$ cat src/rtl/blink_pkg.sv
package blink_pkg;
  localparam int PHASE_W = 2;

  typedef enum logic [PHASE_W-1:0] {
    PH_DARK = 2'b00,
    PH_X    = 2'b01,
    PH_XY   = 2'b10,
    PH_XYZ  = 2'b11
  } phase_t;

  typedef struct packed {
    logic x;
    logic y;
    logic z;
  } lamps_t;
endpackage

$ cat src/rtl/blink_next.sv
module blink_next
  import blink_pkg::*;
#(
  parameter bit TICK_GATED = 1'b1
) (
  input  phase_t cur,
  input  logic   sw_on,
  input  logic   tick,
  output phase_t nxt
);
  localparam logic FREE_RUN = (TICK_GATED == 1'b0);

  logic                 adv;
  logic [PHASE_W-1:0]   inc;

  assign adv = tick | FREE_RUN;
  assign inc = cur + 1'b1;

  always_comb begin
    if (!sw_on)   nxt = PH_DARK;
    else if (adv) nxt = phase_t'(inc);
    else          nxt = cur;
  end
endmodule

$ cat src/rtl/blink_decode.sv
module blink_decode
  import blink_pkg::*;
(
  input  phase_t ph,
  output lamps_t lamps
);
  always_comb begin
    lamps.x = |ph;
    lamps.y = ph[PHASE_W-1];
    lamps.z = &ph;
  end
endmodule

$ cat src/rtl/blink_sign_seq.sv
module blink_sign_seq
  import blink_pkg::*;
#(
  parameter bit TICK_GATED = 1'b1
) (
  input  logic clk,
  input  logic rst,
  input  logic sw_on,
  input  logic tick,
  output logic lamp_x,
  output logic lamp_y,
  output logic lamp_z
);
  phase_t state_q;
  phase_t state_d;
  lamps_t lamps_d;
  lamps_t lamps_q;

  blink_next #(.TICK_GATED(TICK_GATED)) u_next (
    .cur   (state_q),
    .sw_on (sw_on),
    .tick  (tick),
    .nxt   (state_d)
  );

  blink_decode u_dec (
    .ph    (state_d),
    .lamps (lamps_d)
  );

  always_ff @(posedge clk) begin
    if (rst) begin
      state_q <= PH_DARK;
      lamps_q <= '0;
    end else begin
      state_q <= state_d;
      lamps_q <= lamps_d;
    end
  end

  assign lamp_x = lamps_q.x;
  assign lamp_y = lamps_q.y;
  assign lamp_z = lamps_q.z;
endmodule

$ cat config.mk
export PLATFORM = sky130hd
export DESIGN_NAME = blink_sign_seq
export DESIGN_NICKNAME = d
export VERILOG_FILES = /design/src/rtl/blink_pkg.sv /design/src/rtl/blink_next.sv /design/src/rtl/blink_decode.sv /design/src/rtl/blink_sign_seq.sv
export SDC_FILE = /design/constraint.sdc
export NUM_CORES = 1
export LEC_CHECK = 0
export ABC_AREA = 1
export BUFFER_PORTS_ARGS = -buffer_cell sky130_fd_sc_hd__buf_2
export CAP_MARGIN = 10
export CORE_AREA = 2 2 39 41
export DETAILED_ROUTE_END_ITERATION = 6
export DIE_AREA = 0 0 41 43
export PLACE_DENSITY = 0.32
export SETUP_SLACK_MARGIN = 0.4
export SYNTH_ARGS = -nofsm -noshare
export SYNTH_HDL_FRONTEND = slang
export SYNTH_SLANG_ARGS = --single-unit
$ cat constraint.sdc
create_clock -name clk -period 0.8 [get_ports clk]
set_input_delay 0.04 -clock clk [delete_from_list [all_inputs] [get_ports clk]]
set_output_delay 0.04 -clock clk [all_outputs]
set_load 0.005 [all_outputs]
Word level (Yosys, flattened, before mapping)
Cells that the tools add are included.
{"block": "word_totals", "out_inout_bits": 3, "in_bits": 4, "reg_bits": 5}
{"block": "classes", "n_addsub": 1, "muxes": 2, "reduce_logical": 2}
{"operator": "$mux 2", "n": 2}
{"operator": "$add 2x1->2 const B", "n": 1}
{"operator": "$reduce_and 2->1", "n": 1}
{"operator": "$reduce_or 2->1", "n": 1}

Depth between registers and ports, before layout
Gate-level depths: netlist (run 1).
{"block": "depth", "depth_word": 4, "depth_mapped": 4, "mapped_depth_nobuf": 4}

By module
A second synthesis (run 1) with hierarchy kept.
{"block": "hier_totals", "cells_unflattened": 29, "hier_area_um2": 196.4}
{"mod": "blink_sign_seq", "cells_per_inst": 15, "seq_area_each_um2": 100.1, "area_per_inst_um2": 137.6, "instances": 1}
{"mod": "blink_next", "cells_per_inst": 8, "seq_area_each_um2": 0.0, "area_per_inst_um2": 32.5, "instances": 1}
{"mod": "blink_decode", "cells_per_inst": 6, "seq_area_each_um2": 0.0, "area_per_inst_um2": 26.3, "instances": 1}

Worst setup path before layout (run 1)
Ideal clock, no wire load.
{"block": "synth_timing", "kind": "register to register", "from": "register state_q[1]", "to": "register lamps_q (netlist bit lamp_x)", "period_less_slack_ns": 0.662, "path_stages_with_launch": 5, "path_slack_ns": 0.138, "arrival_time_ns": 0.547, "path_cell_list": "dfxtp_1 inv_1 nand2_1 nand3_1 nand2_1"}
{"block": "synth_between", "elab_chain_cells": 4}
{"item": "start, declared", "line_no": "blink_sign_seq.sv:14", "text": "phase_t state_q;"}
{"item": "start signal, assigned", "line_no": "blink_sign_seq.sv:36", "text": "state_q <= state_d;"}
{"item": "$add 2x1->2", "line_no": "blink_next.sv:17", "text": "assign inc = cur + 1'b1;"}
{"item": "$mux 2 *", "line_no": "blink_next.sv:21", "text": "else if (adv) nxt = phase_t'(inc);"}
{"item": "$mux 2 *", "line_no": "blink_next.sv:20", "text": "if (!sw_on) nxt = PH_DARK;"}
{"item": "$reduce_or 2->1 *", "line_no": "blink_decode.sv:8", "text": "lamps.x = |ph;"}
{"item": "end signal, assigned", "line_no": "blink_sign_seq.sv:37", "text": "lamps_q <= lamps_d;"}
{"item": "end, declared", "line_no": "blink_sign_seq.sv:17", "text": "lamps_t lamps_q;"}
Every way passes the cells marked *; elsewhere a longest branch is shown, timed or not.
A chain may end at the register's enable or synchronous reset.

==> impl_metrics.ini, run 1 <==
[outcome]
status = finished clean

[route]
antenna_left = 0
routed_wl_um = 351
firstDrtPassIters = 1
routedWlPerCell_um = 7.98
route.detailed.drc = 0
route.vias.total = 148
viasPerCell = 3.36
drt_iter0_markers = 0

[grt]
grt_pass1_wl_um = 593
grt_pass1_vias = 137
grt_use_total_pct = 6.02
grt_max_degree = 4
grt-ovfl-total = 0
antenna_found_initial = 0

[setup_path]
cp-end-kind = primary output
cp-start-kind = flip-flop
path_cells = buf_6
cp_max_fo = 3
path_buf_inv = 1
crit_path_top_delay_cell = dfxtp_4
crit_path_max_incr_delay_ns = 0.35
critical-path-top-delay-family = flip-flops
required_ns = 0.76
crit_type = reg2out
cp.arrival_ns = 0.69

[pwr]
p_comb_share_pct = 9.0
peakVddDrop_uv = 699
switching_share_pct = 23.6
p_int_uw = 391
power.share.sequential_pct = 40.6
clock_power_share_pct = 50.5
powerDensity_nw_per_um2 = 1920
leakage_nw = 0.139
netSwitchingPower_uw = 121

[clock_tree]
cts_buffer_depth = 2
cts_hold_buf = 0
cts_buffers = 3
cts-root-buf = clkbuf_4
postCtsSetupBuffers = 0
clkSinkCount = 4
cts_tree = yes
clk_pin_slew_ns = 0.04
clkLatencyLatePin_ns = 0.24
htree_num_levels = 1

[timing]
timing_hold_violations_final = 0
period_share_pct = 91.9
period_minus_slack_ns = 0.735
tightest_slew_ns = 0.127
timing.hold.ws_ns = 0.0873
clock.fmax_mhz = 1360
setup-tns-final_ns = 0
fin_skew_ns = 0.00715
setup_viol = 0
rsz0062_at_grt = true
drv_slew = 0
relSlewSlack_pct = 91.5

[placement]
dp_hpwl_um = 236
place_congestion = 0.507
portBuffers = 6

[cells_and_area]
nets = 34
final_common_cell = buf_2
final_cell_mix = buf_2 (5), inv_2 (3), inv_1 (3), clkbuf_4 (3)
drive_gt1_share_pct = 75.0
syn_to_final_growth_pct = 69.0
n_antenna_cell = 0

[synthesis]
yosysTopAreaCell = dfxtp_1
yosys.area.top_type_share_pct = 50.8
synth_area_leaders = dfxtp_1 (51%), inv_1 (14%), nand2_1 (7.1%), nor2_4 (7.1%), nand3_1 (6.3%)
synthCells = 19
seq_area_frac_synth_pct = 50.8
ys_ff_latch = 4
synth_area_um2 = 158
syn_avg_cell_area_um2 = 8.30
yosysUniqueCellTypes = 8
yosys_warnings = 0
syn-num-nets = 23

[floorplanning]
die_area_um2 = 1760
die_y_um = 43
die_w_um = 41
initial_core_util_pct = 11.4
fp-row-count = 14
ios = 7
core_um2 = 1380

[job]
cap_violations = 0

[min_path]
worstHoldPathType = in2reg
-- cell usage after synthesis --
cell	instances
nand2_1	3
nor2_4	1
nand3_1	2
nand3_2	1
nand2_2	1
nor2_2	1
dfxtp_1	4
inv_1	6
-- path summary, 6_finish.rpt --
path	end	slack [ns]	depth (start not counted)	start
worst min register to register	lamp_z$_SDFF_PP0_	0.50	2	state_q[1]$_SDFF_PP0_
worst max-delay path	lamp_y	0.07	1	state_q[1]$_SDFF_PP0_
worst max register to register	lamp_x$_SDFF_PP0_	0.09	4	state_q[0]$_SDFF_PP0_
worst min-delay path	state_q[0]$_SDFF_PP0_	0.09	4	rst
-- what timing repair did --
action,in CTS,in global routing
pin swaps,1,3
endpoints found under the setup margin,7,7
resized for setup,2,7
-- power by group through the flow --
stage	logic, mW	clock network [mW]	registers (mW)
floorplan	0.0196	0	0.215
detailed placement	0.0365	0	0.215
CTS	0.0383	0.270	0.212
finish	0.0459	0.258	0.208
global placement	0.0356	0	0.214
global route	0.0523	0.297	0.208
-- stage by stage --
stage	cell area (µm²)	cells	power, mW	util (%)	worst slack [ns]
after detailed placement	213	41	0.251	15.4	0.122
after global placement	213	41	0.250	15.4	0.135
after floorplan	163	19	0.234	-	0.161
final	267	44	0.512	19.3	0.0651
after CTS	240	44	0.520	17.4	0.0571
after global routing	267	44	0.557	19.3	0.0318
-- layer usage --
metal  routed length, µm  GRT usage (%)
met5                   0              0
met4                   0              0
met3                  61           10.5
met2                 152           6.56
met1                 137           6.11
-- kinds of logic after synthesis --
| kind of cell | share of synthesized area (%) |
|---|---|
| and+or+nand+nor | 34.9 |
| buffers and inverters | 14.3 |
| DFF | 50.8 |
-- state kept, by name (all words and copies together), names as in the netlist --
signal	count
lamp_z	1
state_q	2
lamp_x	1
-- final cells by class --
class	count	area (µm²)
fill	160	1120
tap	16	20.0
clock buffer	3	22.5
multi-input combinational	9	77.6
inverter	6	22.5
sequential	4	87.6
timing repair buffer	6	36.3
Power figures use the tool's default switching activity.
==> inputs of run 2 (changes only) <==
PLACE_DENSITY = 0.36   (was 0.32)
SYNTH_HIERARCHICAL = 1   (was unset)
==> run 2 against run 1 <==
The flow now finishes with violations (negative setup slack). Clock skew is 0.0036 ns lower. Synthesized area increased by 25%. Final area is 16% higher. Largest cell class unchanged.
==> impl_metrics.ini, run 2 <==
[outcome]
status = finished, violations left
violations = negative setup slack

[cells_and_area]
drive_gt1_share_pct = 48.7
largest_reg_flops = 2
nets = 44
n_antenna_cell = 0
syn_to_final_growth_pct = 57.3
top_register = state_q
final_common_cell = inv_1
final_cell_mix = inv_1 (8), nor2_1 (6), buf_2 (6)

[timing]
timing.hold.ws_ns = 0.0187
drv_slew = 0
fin_skew_ns = 0.00357
tightest_slew_ns = 0.195
relSlewSlack_pct = 87.0
setup-tns-final_ns = -0.315
period_share_pct = 111
setup_viol = 4
fin_ws_ns = -0.0910
clock.fmax_mhz = 1120
timing_hold_violations_final = 0
period_minus_slack_ns = 0.891
rsz0062_at_grt = true

[min_path]
whs_endpoint = state_q[1]$_SDFF_PP0_
worstHoldPathType = in2reg
min_from = rst
hold_depth = 2

[synthesis]
ys_async_sr_fraction_pct = 0
yosysUniqueCellTypes = 7
synth_edf_count = 0
syn-num-nets = 33
synth_flop_cell = dfxtp_1
ys_ff_latch = 5
seq_area_frac_synth_pct = 51.0
yosysTopAreaCell = dfxtp_1
synth_area_um2 = 196
synthCells = 29
synthTopCellsByCount = inv_1 (8), nor2_1 (8), dfxtp_1 (5), nand2_1 (5)
yosys.area.top_type_share_pct = 51.0
yosys_warnings = 6
syn_avg_cell_area_um2 = 6.77
synth_area_leaders = dfxtp_1 (51%), inv_1 (15%), nor2_1 (15%), nand2_1 (9.6%), buf_4 (3.8%)

[grt]
grt_pass1_wl_um = 607
grt_use_total_pct = 5.84
grt-ovfl-total = 0
antenna_found_initial = 0
grt_pass1_vias = 167
grt_max_degree = 6

[setup_path]
crit_type = reg2reg
cp.arrival_ns = 1.02
ff2ff_setup_slack_ns = -0.09
rr_worst_depth = 5
worstReg2RegStart = state_q[0]$_SDFF_PP0_
cp-end-kind = flip-flop
cp-start-kind = flip-flop
cp_max_fo = 4
required_ns = 0.93
r2r-end = state_q[1]$_SDFF_PP0_

[pwr]
leakage_nw = 0.146
report.power.total_uw = 609
peakVddDrop_uv = 730
powerDensity_nw_per_um2 = 1970

[floorplanning]
ios = 7
die_w_um = 41
fp-row-count = 14
initial_core_util_pct = 14.2
die_area_um2 = 1760
core_um2 = 1380
die_y_um = 43

[route]
route.vias.total = 188
routed_wl_um = 416
route.detailed.drc = 0
routedWlPerCell_um = 7.56
antenna_left = 0
drt_iter0_markers = 2
viasPerCell = 3.42
firstDrtPassIters = 2

[clock_tree]
cts_buffer_depth = 2
clk_pin_slew_ns = 0.05
clkSinkCount = 5
cts-root-buf = clkbuf_4
htree_num_levels = 1
cts_buffers = 3
cts_hold_buf = 0
cts_tree = yes
clkLatencyLatePin_ns = 0.24

[placement]
portBuffers = 6
dp_hpwl_um = 266
place_congestion = 0.630

[job]
cap_violations = 0
==> run 2: how the worst max path moves through the flow <==
stage,cells after the start,slack (ns),from,to
6_report,5,-0.09,state_q[0]$_SDFF_PP0_,state_q[1]$_SDFF_PP0_
5_1_grt,7,-0.17,state_q[0]$_SDFF_PP0_,lamp_x$_SDFF_PP0_
4_1_cts,7,-0.07,state_q[0]$_SDFF_PP0_,lamp_z$_SDFF_PP0_
3_5_place_dp,7,-0.09,state_q[0]$_SDFF_PP0_,lamp_z$_SDFF_PP0_
3_3_place_gp,7,-0.1,state_q[0]$_SDFF_PP0_,lamp_z$_SDFF_PP0_
2_1_floorplan,6,-0.03,state_q[0]$_SDFF_PP0_,lamp_y$_SDFF_PP0_
==> run 2: timing repair <==
item / in CTS / in global routing
buffers inserted: 0 / 1
pin swaps: 3 / 6
hold endpoints to repair: 0 / 0
gates resized for setup: 2 / 4
setup endpoints to repair: 8 / 8
==> run 2: kinds of logic after synthesis <==
group,Yosys count,synth area share (%)
AOI/OAI and AO/OA,1,2.55
and+or+nand+nor,14,27.4
DFF,5,51.0
buffers and inverters,9,19.1
==> run 2: worst max-delay path, cell delays in order (launching register included) <==
cell and delay (ns):
dfxtp_4 0.35, a21oi_2 0.18, nor2_4 0.05, buf_4 0.13
inv_1 0.04, nor2_1 0.03
==> run 2: where the power goes <==
part	switching (mW)	internal, mW
sequential	0.00506	0.256
clock	0.103	0.189
combinational	0.0330	0.0232
total	0.141	0.468
==> run 2: routing by layer <==
layer  GRT usage [%]  wire length [µm]  up-vias
met5               0                 0        -
met2            6.56               191        8
li1                -                 -      101
met3            6.28                45        0
met1            6.17               179       79
met4            4.00                 0        0
==> run 2: final cells by class <==
cell class / instances / area, µm²
repair buffers: 7 / 37.5
well taps: 16 / 20.0
multi-input cells: 15 / 90.1
flip-flops and latches: 5 / 105
inverters: 8 / 30.0
clock buffers: 4 / 26.3
fillers: 162 / 1070
==> run 2: stage by stage <==
step	std cells	area, µm²	setup slack [ns]	util (%)
6_report	55	309	-0.0910	22.3
5_1_grt	55	309	-0.166	22.3
4_1_cts	54	289	-0.0681	20.9
3_5_place_dp	50	255	-0.0884	18.4
3_3_place_gp	50	255	-0.0979	18.4
2_1_floorplan	29	213	-0.0268	-
==> inputs of run 3 (changes only) <==
PLACE_DENSITY = 0.35   (was 0.36)
clock period = 1.2 ns   (was 0.8 ns; I/O delays follow)
==> run 3 against run 2 <==
The flow now finishes without violations. Combinational power is 45% lower. Clock-buffer cell count stayed put. Die area stayed put. Setup slack better by 0.45 ns. Critical endpoint is now lamp_x$_SDFF_PP0_. Largest power group unchanged.
==> impl_metrics.ini, run 3 (same netlist as run 2, synthesis figures left out) <==
[timing]
rsz0062_at_grt = true
clock.fmax_mhz = 1180
timing_hold_violations_final = 0
tightest_slew_ns = 0.152
setup_viol = 0
period_share_pct = 70.4
period_minus_slack_ns = 0.844
drv_slew = 0
setup-tns-final_ns = 0
relSlewSlack_pct = 89.9
fin_skew_ns = 0.00189

[cells_and_area]
nFillCells = 173
largest_reg_flops = 2
drive_gt1_share_pct = 42.1
top_register = state_q
stdcell_count = 54
final_common_cell = inv_1
n_antenna_cell = 0
final_cell_mix = inv_1 (8), nor2_1 (6), buf_2 (6)
nets = 43
syn_to_final_growth_pct = 47.1

[clock_tree]
cts_buffer_depth = 2
cts-root-buf = clkbuf_4
cts_tree = yes
postCtsSetupBuffers = 0
htree_num_levels = 1
clkLatencyLatePin_ns = 0.24
clk_pin_slew_ns = 0.05
clkSinkCount = 5
cts_buffers = 3

[floorplanning]
core_um2 = 1380
fp-row-count = 14
die_y_um = 43
initial_core_util_pct = 14.2
die_w_um = 41
ios = 7
die_area_um2 = 1760

[pwr]
clock_power_share_pct = 49.5
report.power.total_uw = 407
p_int_uw = 311
p_comb_share_pct = 7.6
peakVddDrop_uv = 321
powerDensity_nw_per_um2 = 1410
switching_share_pct = 23.7
leakage_nw = 0.139
power.share.sequential_pct = 42.9
netSwitchingPower_uw = 96.5

[placement]
portBuffers = 6
place_congestion = 0.572
dp.cells = 50
dp_hpwl_um = 269

[grt]
grt-ovfl-total = 0
grt_pass1_vias = 155
grt_max_degree = 6
grt_use_total_pct = 6.22
grt_pass1_wl_um = 593
antenna_found_initial = 0

[setup_path]
cp.arrival_ns = 1.03
cp-start-kind = flip-flop
crit_type = reg2reg
ff2ff_setup_slack_ns = 0.36
cp_max_fo = 4
cp-end-kind = flip-flop
required_ns = 1.38

[route]
drt_iter0_markers = 0
route.vias.total = 180
antenna_left = 0
routedWlPerCell_um = 6.78
viasPerCell = 3.33
route.detailed.drc = 0
firstDrtPassIters = 1
routed_wl_um = 366

[outcome]
status = finished clean

[job]
cap_violations = 0

[min_path]
worstHoldPathType = in2reg
[run 3: power groups by stage]
stage	sequential [mW]	combinational (mW)	clock (mW)
floorplan	0.178	0.0152	0
global placement	0.178	0.0286	0
detailed placement	0.178	0.0283	0
CTS	0.175	0.0319	0.212
global route	0.175	0.0347	0.230
finish	0.175	0.0310	0.202
[run 3: path summary, 6_finish.rpt]
kind                         start                    end  cells after the start
max          state_q[0]$_SDFF_PP0_      lamp_x$_SDFF_PP0_                      7
min                            rst  state_q[1]$_SDFF_PP0_                      2
max reg2reg  state_q[0]$_SDFF_PP0_      lamp_x$_SDFF_PP0_                      7
min reg2reg  state_q[0]$_SDFF_PP0_  state_q[0]$_SDFF_PP0_                      4
[run 3: critical path, stage by stage, from the launching register on]
cell and delay [ns]:
dfxtp_2 0.33, nand2_1 0.06, nand2_1 0.06, nor2_2 0.12, inv_1 0.05, nand2_1 0.06, inv_1 0.03, nor2_1 0.07
[run 3: area by class of cell]
type	count	area [µm²]	share of cell area [%]
clock buffers	4	26.3	9.09
repair buffers	6	30.0	10.4
multi-input cells	15	80.1	27.7
inverters	8	30.0	10.4
flip-flops and latches	5	103	35.5
well taps	16	20.0	6.93
[run 3: through the flow]
| step | hold WS [ns] | util [%] | setup WS (ns) | area, µm² |
|---|---|---|---|---|
| detailed placement | 0.289 | 18.3 | 0.302 | 253 |
| global placement | 0.295 | 18.3 | 0.301 | 253 |
| finish | 0.0273 | 20.9 | 0.356 | 289 |
| CTS | 0.0249 | 20.9 | 0.338 | 289 |
| global route | 0.0350 | 20.9 | 0.278 | 289 |
| floorplan | 0.124 | - | 0.373 | 210 |
[run 3: repair_timing]
action / CTS / global route
gates resized for setup: 3 / 0
pin swaps: 3 / 0
hold buffers: 0 / 0
endpoints found under the setup margin: 5 / 4
[run 3: routing by layer]
layer  part of all wire (%)  GRT usage (%)  vias to the layer above
li1                       -              -                       97
met5                      0              0                        -
met4                    3.3           12.0                        0
met3                    1.9           3.14                        2
met2                     54           6.56                        3
met1                     40           5.47                       78
